`src/rtl/pirq_pkg.sv`:
```
package pirq_pkg;

  // Structural sizes of the router
  localparam int NUM_PINS  = 4;
  localparam int CODE_W    = 4;
  localparam int NUM_IRQ   = 16;
  localparam int ADDR_W    = 8;
  localparam int DATA_W    = 8;
  localparam int NUM_BYTES = 3;

  // Route byte offsets; the nibble layout inside them is fixed behaviour
  localparam logic [ADDR_W-1:0] OFS_ROUTE_LO  = 8'h55;
  localparam logic [ADDR_W-1:0] OFS_ROUTE_MID = 8'h56;
  localparam logic [ADDR_W-1:0] OFS_ROUTE_HI  = 8'h57;

  // IRQ lines that can never be the target of a pin
  localparam logic [NUM_IRQ-1:0] FIXED_LOW_MASK = 16'h8005;

  // Route code check: 0, 2 and anything above 14 disconnect the pin
  function automatic logic code_enabled(input logic [CODE_W-1:0] code);
    return (code != 4'd0) && (code != 4'd2) && (code <= 4'd14);
  endfunction

endpackage

```
`src/rtl/pirq_cfg_regs.sv`:
```
module pirq_cfg_regs
  import pirq_pkg::*;
#(
  parameter int P_ADDR_W = ADDR_W,
  parameter int P_DATA_W = DATA_W,
  parameter int P_PINS   = NUM_PINS,
  parameter int P_CODE_W = CODE_W
) (
  input  logic                       clk,
  input  logic                       rst_n,
  input  logic [P_ADDR_W-1:0]        cfg_addr,
  input  logic                       cfg_we,
  input  logic [P_DATA_W-1:0]        cfg_wdata,
  output logic [P_DATA_W-1:0]        cfg_rdata,
  output logic [P_PINS*P_CODE_W-1:0] route_codes
);

  localparam int BYTES_W = NUM_BYTES * P_DATA_W;

  logic [P_DATA_W-1:0] byte_q   [NUM_BYTES];
  logic [P_DATA_W-1:0] byte_nxt [NUM_BYTES];
  logic [NUM_BYTES-1:0] hit;
  logic [BYTES_W-1:0]   bytes_flat;

  // Per-byte address decode, next state and register
  for (genvar k = 0; k < NUM_BYTES; k++) begin : g_byte
    localparam logic [P_ADDR_W-1:0] OFS = OFS_ROUTE_LO + P_ADDR_W'(k);

    always_comb begin
      hit[k] = (cfg_addr == OFS);
    end

    always_comb begin
      byte_nxt[k] = byte_q[k];
      if (cfg_we && hit[k]) begin
        byte_nxt[k] = cfg_wdata;
      end
    end

    always_ff @(posedge clk or negedge rst_n) begin
      if (!rst_n) begin
        byte_q[k] <= '0;
      end else if (cfg_we && hit[k]) begin
        byte_q[k] <= byte_nxt[k];
      end
    end

    assign bytes_flat[k*P_DATA_W +: P_DATA_W] = byte_q[k];

    AST_WRITE_LANDS: assert property (@(posedge clk) disable iff (!rst_n)
      (cfg_we && cfg_addr == OFS) |=> (byte_q[k] == $past(cfg_wdata)));
  end

  // Read mux: full byte at a route offset, zero elsewhere
  always_comb begin
    cfg_rdata = '0;
    for (int k = 0; k < NUM_BYTES; k++) begin
      if (hit[k]) begin
        cfg_rdata = byte_q[k];
      end
    end
  end

  // Uneven nibble packing: pin0 hi(0x55), pin1 lo(0x56), pin2 hi(0x56), pin3 hi(0x57)
  always_comb begin
    route_codes = '0;
    route_codes[0*P_CODE_W +: P_CODE_W] = byte_q[0][P_DATA_W-1 -: P_CODE_W];
    route_codes[1*P_CODE_W +: P_CODE_W] = byte_q[1][P_CODE_W-1:0];
    route_codes[2*P_CODE_W +: P_CODE_W] = byte_q[1][P_DATA_W-1 -: P_CODE_W];
    route_codes[3*P_CODE_W +: P_CODE_W] = byte_q[2][P_DATA_W-1 -: P_CODE_W];
  end

  AST_FOREIGN_WRITE_HOLD: assert property (@(posedge clk) disable iff (!rst_n)
    (cfg_we && hit == '0) |=> $stable(bytes_flat));

  AST_IDLE_HOLD: assert property (@(posedge clk) disable iff (!rst_n)
    (!cfg_we) |=> $stable(bytes_flat));

endmodule

```
`src/rtl/pirq_decode.sv`:
```
module pirq_decode
  import pirq_pkg::*;
#(
  parameter int P_CODE_W = CODE_W,
  parameter int P_IRQ    = NUM_IRQ
) (
  input  logic [P_CODE_W-1:0] code,
  output logic [P_IRQ-1:0]    sel
);

  logic valid;

  always_comb begin
    valid = code_enabled(code);
    sel   = '0;
    if (valid) begin
      sel[code] = 1'b1;
    end
  end

  always_comb begin
    AST_SEL_ONEHOT: assert ($onehot0(sel));
  end

endmodule

```
`src/rtl/pirq_merge.sv`:
```
module pirq_merge
  import pirq_pkg::*;
#(
  parameter int               P_PINS = NUM_PINS,
  parameter int               P_IRQ  = NUM_IRQ,
  parameter logic [P_IRQ-1:0] P_MASK = FIXED_LOW_MASK
) (
  input  logic [P_PINS-1:0]       pin_lvl,
  input  logic [P_PINS*P_IRQ-1:0] sel_flat,
  output logic [P_IRQ-1:0]        irq
);

  logic [P_IRQ-1:0] gated [P_PINS];

  for (genvar p = 0; p < P_PINS; p++) begin : g_gate
    assign gated[p] = pin_lvl[p] ? sel_flat[p*P_IRQ +: P_IRQ] : '0;
  end

  // Wired-OR merge of all pins, fixed-low lines forced off
  always_comb begin
    irq = '0;
    for (int p = 0; p < P_PINS; p++) begin
      irq = irq | gated[p];
    end
    irq = irq & ~P_MASK;
  end

endmodule

```
`src/rtl/pirq_router.sv`:
```
module pirq_router
  import pirq_pkg::*;
#(
  parameter int P_ADDR_W = ADDR_W,
  parameter int P_DATA_W = DATA_W,
  parameter int P_PINS   = NUM_PINS,
  parameter int P_IRQ    = NUM_IRQ
) (
  input  logic                clk,
  input  logic                rst_n,
  input  logic [P_ADDR_W-1:0] cfg_addr,
  input  logic                cfg_we,
  input  logic [P_DATA_W-1:0] cfg_wdata,
  output logic [P_DATA_W-1:0] cfg_rdata,
  input  logic [P_PINS-1:0]   pin_lvl,
  output logic [P_IRQ-1:0]    irq_out
);

  localparam int CW = CODE_W;

  logic [1:0]              rst_sync_q;
  logic [1:0]              rst_sync_nxt;
  logic                    rst_int_n;
  logic [P_PINS*CW-1:0]    route_codes;
  logic [P_PINS*P_IRQ-1:0] sel_flat;

  // Reset: asserts at once, leaves after two clock edges
  always_comb begin
    rst_sync_nxt = {rst_sync_q[0], 1'b1};
  end

  always_ff @(posedge clk or negedge rst_n) begin
    if (!rst_n) begin
      rst_sync_q <= '0;
    end else begin
      rst_sync_q <= rst_sync_nxt;
    end
  end

  assign rst_int_n = rst_sync_q[1];

  pirq_cfg_regs #(
    .P_ADDR_W (P_ADDR_W),
    .P_DATA_W (P_DATA_W),
    .P_PINS   (P_PINS),
    .P_CODE_W (CW)
  ) u_regs (
    .clk         (clk),
    .rst_n       (rst_int_n),
    .cfg_addr    (cfg_addr),
    .cfg_we      (cfg_we),
    .cfg_wdata   (cfg_wdata),
    .cfg_rdata   (cfg_rdata),
    .route_codes (route_codes)
  );

  for (genvar p = 0; p < P_PINS; p++) begin : g_pin
    pirq_decode #(
      .P_CODE_W (CW),
      .P_IRQ    (P_IRQ)
    ) u_dec (
      .code (route_codes[p*CW +: CW]),
      .sel  (sel_flat[p*P_IRQ +: P_IRQ])
    );

    AST_PIN_REACHES_IRQ: assert property (@(posedge clk) disable iff (!rst_int_n)
      (pin_lvl[p] && code_enabled(route_codes[p*CW +: CW]))
        |-> irq_out[route_codes[p*CW +: CW]]);
  end

  pirq_merge #(
    .P_PINS (P_PINS),
    .P_IRQ  (P_IRQ),
    .P_MASK (FIXED_LOW_MASK)
  ) u_merge (
    .pin_lvl  (pin_lvl),
    .sel_flat (sel_flat),
    .irq      (irq_out)
  );

  AST_FIXED_LOW: assert property (@(posedge clk) disable iff (!rst_int_n)
    (irq_out & FIXED_LOW_MASK) == '0);

  AST_NO_SPURIOUS: assert property (@(posedge clk) disable iff (!rst_int_n)
    (irq_out != '0) |-> (pin_lvl != '0));

  AST_COUNT_BOUND: assert property (@(posedge clk) disable iff (!rst_int_n)
    $countones(irq_out) <= $countones(pin_lvl));

endmodule

```
`config.mk`:
```
export PLATFORM = sky130hd
export DESIGN_NAME = pirq_router
export DESIGN_NICKNAME = d
export VERILOG_FILES = /design/src/rtl/pirq_pkg.sv /design/src/rtl/pirq_cfg_regs.sv /design/src/rtl/pirq_decode.sv /design/src/rtl/pirq_merge.sv /design/src/rtl/pirq_router.sv
export SDC_FILE = /design/constraint.sdc
export NUM_CORES = 1
export LEC_CHECK = 0
export BUFFER_PORTS_ARGS = -buffer_cell sky130_fd_sc_hd__buf_2
export CORE_AREA = 2 2 85 87
export CTS_CLUSTER_DIAMETER = 30
export CTS_CLUSTER_SIZE = 8
export DETAILED_ROUTE_END_ITERATION = 12
export DIE_AREA = 0 0 87 89
export HOLD_SLACK_MARGIN = 0.1
export PLACE_DENSITY = 0.5
export REMOVE_ABC_BUFFERS = 1
export SLEW_MARGIN = 5
export SYNTH_ARGS = -nofsm -noshare
export SYNTH_HDL_FRONTEND = slang
export SYNTH_SLANG_ARGS = --single-unit
export TNS_END_PERCENT = 1
```
`constraint.sdc`:
```
create_clock -name clk -period 2.5 [get_ports clk]
set_input_delay 0.125 -clock clk [delete_from_list [all_inputs] [get_ports clk]]
set_output_delay 0.125 -clock clk [all_outputs]
set_load 0.02 [all_outputs]
```
Word level (Yosys, flattened, before mapping)
Index checks and enable logic that the tools add are counted.
{ "classes": {"mux": 19, "eq_ne": 7, "n_lt_le_gt_ge": 12, "n_bitwise": 3, "reduce_logical": 19} }
{ "ops": {"columns": ["cell", "n"], "rows": [
  ["15-bit 2-to-1 mux", 8],
  ["15-bit bitwise OR", 3],
  ["8-bit by 7-bit == test with 1-bit output, second input constant", 3],
  ["8-bit 2-to-1 mux", 3],
  ["4-bit by 5-bit < comparator with 1-bit output, second input constant", 4],
  ["1-bit demux with 4-bit select", 4],
  ["4-bit by 1-bit >= comparator with 1-bit output, second input constant", 4],
  ["4-bit <= comparator, second input constant", 4],
  ["4-bit by 2-bit inequality test with 1-bit output, second input constant", 4],
  ["4-bit nonzero test", 4],
  ["1-bit logical AND", 15],
  ["1-bit 2-to-1 mux", 4]
]} }
{ "word_totals": {"output_inout_bits": 24, "word_cells": 64, "ff_bits": 26} }

Depth between registers and ports, before layout
{ "depth": {"word_depth": 9, "depth_mapped": 5, "depth_no_buf": 3} }

Modules after synthesis
Synthesis repeated with hierarchy kept, for this count alone.
{ "unflattened": {"cells_unflattened": 235, "area_unflattened_um2": 2712.6} }
{ "modules_own_cells": {"columns": ["mod", "instances", "seq_area_each_um2", "area_per_inst_um2", "cells_per_inst"], "rows": [
  ["pirq_cfg_regs", 1, 600.6, 1322.5, 101],
  ["pirq_decode", 4, 0.0, 254.0, 21],
  ["pirq_merge", 1, 0.0, 320.3, 47],
  ["pirq_router", 1, 50.0, 53.8, 3]
]} }

Least setup slack after synthesis
Ideal clock, no wire load.
{ "synth_path": {"path_type": "register to output", "from": "register u_regs.byte_q, in the netlist u_regs.route_codes[5]", "to": "output port irq_out[4]", "stages_incl_launch_ff": 3, "path_slack_ps": 1065, "arrival_time_ps": 1310, "cell_sequence": "dfrtp_1 > or3b_2 > o221ai_1"} }
{ "synth_between": {"elab_chain_len": 9, "word_cells_on_any_way": 15, "cone_classes": "3 x order compare; 1 x eq/ne; 4 x mux; 3 x bitwise; 4 x reduce/logical"} }
{ "synth_lines": {"columns": ["item", "line_no", "rtl"], "rows": [
  ["from (decl)", "pirq_cfg_regs.sv:20", "logic [P_DATA_W-1:0] byte_q [NUM_BYTES];"],
  ["from (signal, indexed assignment)", "pirq_cfg_regs.sv:44", "byte_q[k] <= byte_nxt[k];"],
  ["4-bit by 5-bit < comparator with 1-bit output (not written as such) / 4-bit by 1-bit >= comparator with 1-bit output (equally long branches)", "pirq_decode.sv:17", "sel[code] = 1'b1;"],
  ["1-bit logical AND (not written as such)", "pirq_decode.sv:17", null],
  ["1-bit 2-to-1 mux (not written as such)", "pirq_decode.sv:17", null],
  ["1-bit demux with 4-bit select", null, null],
  ["15-bit 2-to-1 mux *", "pirq_decode.sv:16", "if (valid) begin"],
  ["15-bit 2-to-1 mux *", "pirq_merge.sv:16", "assign gated[p] = pin_lvl[p] ? sel_flat[p*P_IRQ +: P_IRQ] : '0;"],
  ["15-bit bitwise OR * (3 in series)", "pirq_merge.sv:23", "irq = irq | gated[p];"],
  ["to (decl)", "pirq_router.sv:16", "output logic [P_IRQ-1:0] irq_out"]
]} }
Every way passes the cells marked *; elsewhere a longest branch is shown, timed or not.

Final worst setup path
{ "layout_path": {"from": "register u_regs.byte_q, in the netlist u_regs.route_codes[5]", "to": "output port irq_out[8]"} }
The elaborated chain is that of the path after synthesis.

==> impl_metrics.xml <==
<?xml version="1.0" encoding="UTF-8"?>
<metrics>
  <group name="status">
    <metric name="outcome" unit="">finished, final reports clean</metric>
  </group>
  <group name="yosys">
    <metric name="netlist.area_leader.share" unit="%">38.7</metric>
    <metric name="yosys_register_bits" unit="">26</metric>
    <metric name="main_combinational_cell_family_by_area_after_synthesis" unit="">multiplexers</metric>
    <metric name="parity_gate_share_of_the_synthesized_area_counting_xor_and_xnor_cells" unit="%">0</metric>
    <metric name="seq_area_frac_synth" unit="%">38.7</metric>
    <metric name="post_synth_mux_area_share" unit="%">21.5</metric>
    <metric name="synth_simple_gate_area_share" unit="%">18.9</metric>
    <metric name="syn_avg_cell_area" unit="um2">11.0</metric>
    <metric name="synth.lib_cells_used.distinct" unit="">29</metric>
    <metric name="synth_area" unit="um2">1680</metric>
    <metric name="adder_cell_share_of_the_synthesized_area" unit="%">0</metric>
    <metric name="synthesized_area_fraction_occupied_by_ao_oa_aoi_and_oai_cells" unit="%">16.6</metric>
    <metric name="yosys_warnings" unit="">0</metric>
    <metric name="post_synth_inst_count" unit="">153</metric>
    <metric name="yosysTopAreaCell" unit="">dfrtp_1</metric>
    <metric name="synth.area.top_cells" unit="">dfrtp_1 39%, mux2_2 21%, a22oi_1 5.4%</metric>
  </group>
  <group name="place">
    <metric name="detailedPlacementHpwl" unit="um">3550</metric>
    <metric name="placer_s_final_routability_congestion_estimate" unit="">0.829</metric>
    <metric name="dpl_cell_area" unit="um2">1940</metric>
    <metric name="port_buffers" unit="">43</metric>
    <metric name="post-place-cells" unit="">271</metric>
  </group>
  <group name="min_path">
    <metric name="worst_hold_path_type" unit="">input pin to register</metric>
  </group>
  <group name="worst_setup_path">
    <metric name="cp_data_required_time" unit="ns">2.38</metric>
    <metric name="worst-endpoint-arrival" unit="ns">1.77</metric>
    <metric name="worst_path_max_delay_cell" unit="">or3b_2</metric>
    <metric name="worst-path-max-fanout" unit="">6</metric>
    <metric name="timing.critical_path.from_type" unit="">register</metric>
    <metric name="timing.setup.critical_path_class" unit="">register to output port</metric>
    <metric name="crit_path_end_kind" unit="">output port</metric>
    <metric name="slowest_delay" unit="ns">0.52</metric>
    <metric name="critical_path.cell_chain" unit="">or3b_2 -&gt; o22ai_1 -&gt; a221o_1 -&gt; buf_2</metric>
  </group>
  <group name="die">
    <metric name="design.portCount" unit="">47</metric>
    <metric name="die_h" unit="um">89</metric>
    <metric name="core.rowCount" unit="">30</metric>
    <metric name="fp.dieArea" unit="um2">7740</metric>
    <metric name="floorplan.initialDensity" unit="%">25.0</metric>
    <metric name="core-area" unit="um2">6720</metric>
    <metric name="floorplan.die.width" unit="um">87</metric>
  </group>
  <group name="power_and_ir_drop">
    <metric name="sequential_power_share" unit="%">50.0</metric>
    <metric name="leakagePower" unit="uW">0.000993</metric>
    <metric name="power.switching" unit="uW">228</metric>
    <metric name="pwr-share-clk" unit="%">36.7</metric>
    <metric name="power.density" unit="nW/um2">466</metric>
    <metric name="sw_frac_of_total" unit="%">24.2</metric>
    <metric name="cell_internal_pwr" unit="uW">714</metric>
    <metric name="combinationalPowerShare" unit="%">13.3</metric>
    <metric name="power.ir.vdd_worst" unit="mV">0.268</metric>
  </group>
  <group name="sta">
    <metric name="fin_tns_setup" unit="ns">0</metric>
    <metric name="slew_headroom" unit="%">35.6</metric>
    <metric name="timing_hold_violations_final" unit="">0</metric>
    <metric name="worst_pin_slew" unit="ns">0.965</metric>
    <metric name="layout_min_cycle_time" unit="ns">1.89</metric>
    <metric name="report.final.slew_viol_count" unit="">0</metric>
    <metric name="fin_crit_sh" unit="%">75.8</metric>
    <metric name="report.final.setup_viol" unit="">0</metric>
    <metric name="achievable-frequency" unit="MHz">528</metric>
    <metric name="unrepaired_setup_endpoints_after_global_routing" unit="">no</metric>
    <metric name="clock_skews" unit="ns">0.00655</metric>
  </group>
  <group name="route">
    <metric name="drcViolationCount" unit="">0</metric>
    <metric name="avgRoutedWirePerCell" unit="um">16.4</metric>
    <metric name="route.detailed.vias_per_inst" unit="">5.14</metric>
    <metric name="finalWirelength" unit="um">4520</metric>
    <metric name="final_antenna_net_count" unit="">0</metric>
    <metric name="drt_initial_violations" unit="">73</metric>
    <metric name="detail_route.first_pass.iterations" unit="">4</metric>
    <metric name="route.vias.total" unit="">1419</metric>
  </group>
  <group name="global_route">
    <metric name="wire_length_of_the_first_global_routing_pass" unit="um">7020</metric>
    <metric name="grt_util_all_layers" unit="%">11.9</metric>
    <metric name="number_of_global_route_vias_before_repair" unit="">1355</metric>
    <metric name="grt_max_degree" unit="">25</metric>
    <metric name="grt_overflow_total" unit="">0</metric>
    <metric name="antenna_found_initial" unit="">0</metric>
  </group>
  <group name="cells_and_area">
    <metric name="n_antenna_cell" unit="">0</metric>
    <metric name="final_layout_size_suffix_gt1_share" unit="%">43.4</metric>
    <metric name="design.final.nets" unit="">220</metric>
    <metric name="area.growth.synth_to_final" unit="%">20.5</metric>
    <metric name="design_area" unit="um2">2020</metric>
    <metric name="fin_cells" unit="">276</metric>
  </group>
  <group name="clocking">
    <metric name="cts_setup_buffers" unit="">0</metric>
    <metric name="clk_pin_slew" unit="ns">0.09</metric>
    <metric name="cts-root-buf" unit="">clkbuf_8</metric>
    <metric name="insertion_delay" unit="ns">0.27</metric>
    <metric name="numClockSinks" unit="">26</metric>
    <metric name="cts-buffers-inserted" unit="">3</metric>
    <metric name="cts_max_path_buffers" unit="">2</metric>
    <metric name="ctsHtreeMaxLevel" unit="">1</metric>
    <metric name="tritoncts" unit="">yes</metric>
  </group>
  <group name="flow_run">
    <metric name="max_cap_viol_count" unit="">0</metric>
  </group>
</metrics>
==> routing by layer <==
layer / routed length (um) / global-route usage (%) / vias to the layer above
li1: - / - / 676
met1: 2050 / 17.2 / 687
met2: 2140 / 18.3 / 54
met3: 309 / 1.85 / 2
met4: 23 / 3.41 / 0
met5: 0 / 0 / -
==> worst max-delay path: cells and delay by family, from the launching register on <==
kind	cells	cell delay (ns)
compound gates	2	0.38
flops	1	0.43
buf+inv	1	0.16
simple gates	1	0.52
==> per-stage QoR <==
stage / hold WS [ns] / worst slack [ns] / util, % / total power [uW]
finish: 0.113 / 0.606 / 30.1 / 942
global route: 0.110 / 0.539 / 30.1 / 989
CTS: 0.109 / 0.611 / 30.1 / 956
detailed placement: -0.0871 / 0.926 / 28.9 / 605
global placement: -0.0884 / 0.932 / 28.9 / 603
floorplan: -0.171 / 1.06 / - / 547
==> area by class of cell <==
cell class / count / area, um2
Clock buffer: 3 / 41.3
Clock inverter: 1 / 30.0
Fill cell: 721 / 4700
Inverter: 1 / 3.75
Multi-Input combinational cell: 121 / 972
Sequential cell: 26 / 651
Tap cell: 80 / 100
Timing Repair Buffer: 44 / 225
==> cells in the mapped netlist (all sizes together) <==
| cell type | number |
|---|---|
| nand3b | 5 |
| and3 | 4 |
| and2 | 2 |
| nor2b | 5 |
| nor3b | 2 |
| nand3 | 2 |
| and2b | 2 |
| nand4 | 2 |
| o221ai | 4 |
| and3b | 1 |
| a211o | 1 |
| a2bb2o | 1 |
| mux2 | 32 |
| conb | 2 |
| a221o | 8 |
| o32ai | 2 |
| inv | 1 |
| or3b | 2 |
| a22oi | 12 |
| nand2 | 5 |
| o22ai | 6 |
| buf | 7 |
| nor2 | 13 |
| dfrtp | 26 |
| or2 | 1 |
| and4bb | 1 |
| nand2b | 4 |
==> cell families (layout without fill, tap and decap cells) <==
| group | count (synthesis) | in the layout |
|---|---|---|
| AOI/OAI and AO/OA | 34 | 34 |
| other | 2 | 4 |
| DFF | 26 | 26 |
| muxes | 32 | 32 |
| buffers and inverters | 8 | 49 |
| and+or+nand+nor | 51 | 51 |
==> state kept, by name (all words and copies together) (netlist names) <==
register and cells:
rst_sync_q 2, u_regs.byte_q 8, u_regs.route_codes 16
==> layout by cell type (no fill, tap or decap), drive strengths merged, types with 3 or more instances in the layout <==
cell | netlist | routed
a221o | 8 | 8
a22oi | 12 | 12
and3 | 4 | 4
buf | 7 | 43
clkbuf | 0 | 3
conb | 2 | 4
dfrtp | 26 | 26
mux2 | 32 | 32
nand2 | 5 | 5
nand2b | 4 | 4
nand3b | 5 | 5
nor2 | 13 | 13
nor2b | 5 | 5
o221ai | 4 | 4
o22ai | 6 | 6
==> power groups by stage <==
stage | clock (uW) | combinational (uW) | sequential [uW]
2_1_floorplan | 0 | 78.7 | 468
3_3_place_gp | 0 | 124 | 479
3_5_place_dp | 0 | 124 | 480
4_1_cts | 359 | 126 | 472
5_1_grt | 374 | 138 | 477
6_report | 346 | 125 | 471
==> final timing paths <==
| check | start | endpoint | slack (ns) | cells past startpoint |
|---|---|---|---|---|
| max | u_regs.route_codes[5] | irq_out[8] | 0.61 | 4 |
| min | cfg_wdata[0] | u_regs.byte_q[0] | 0.11 | 2 |
| max reg2reg | rst_sync_q[1] | u_regs.route_codes[11] | 1.51 | 0 |
| min reg2reg | rst_sync_q[0] | rst_sync_q[1] | 0.36 | 0 |
| max in group asynchronous | rst_sync_q[1] | u_regs.route_codes[11] | 1.51 | 0 |
| min in group asynchronous | rst_n | rst_sync_q[0] | 0.16 | 2 |
==> what timing repair did <==
item,CTS,global route
hold buffers,1,0
resized for setup,0,0
hold endpoints to repair,2,0
No activity file was read; power rests on OpenSTA's default activity.
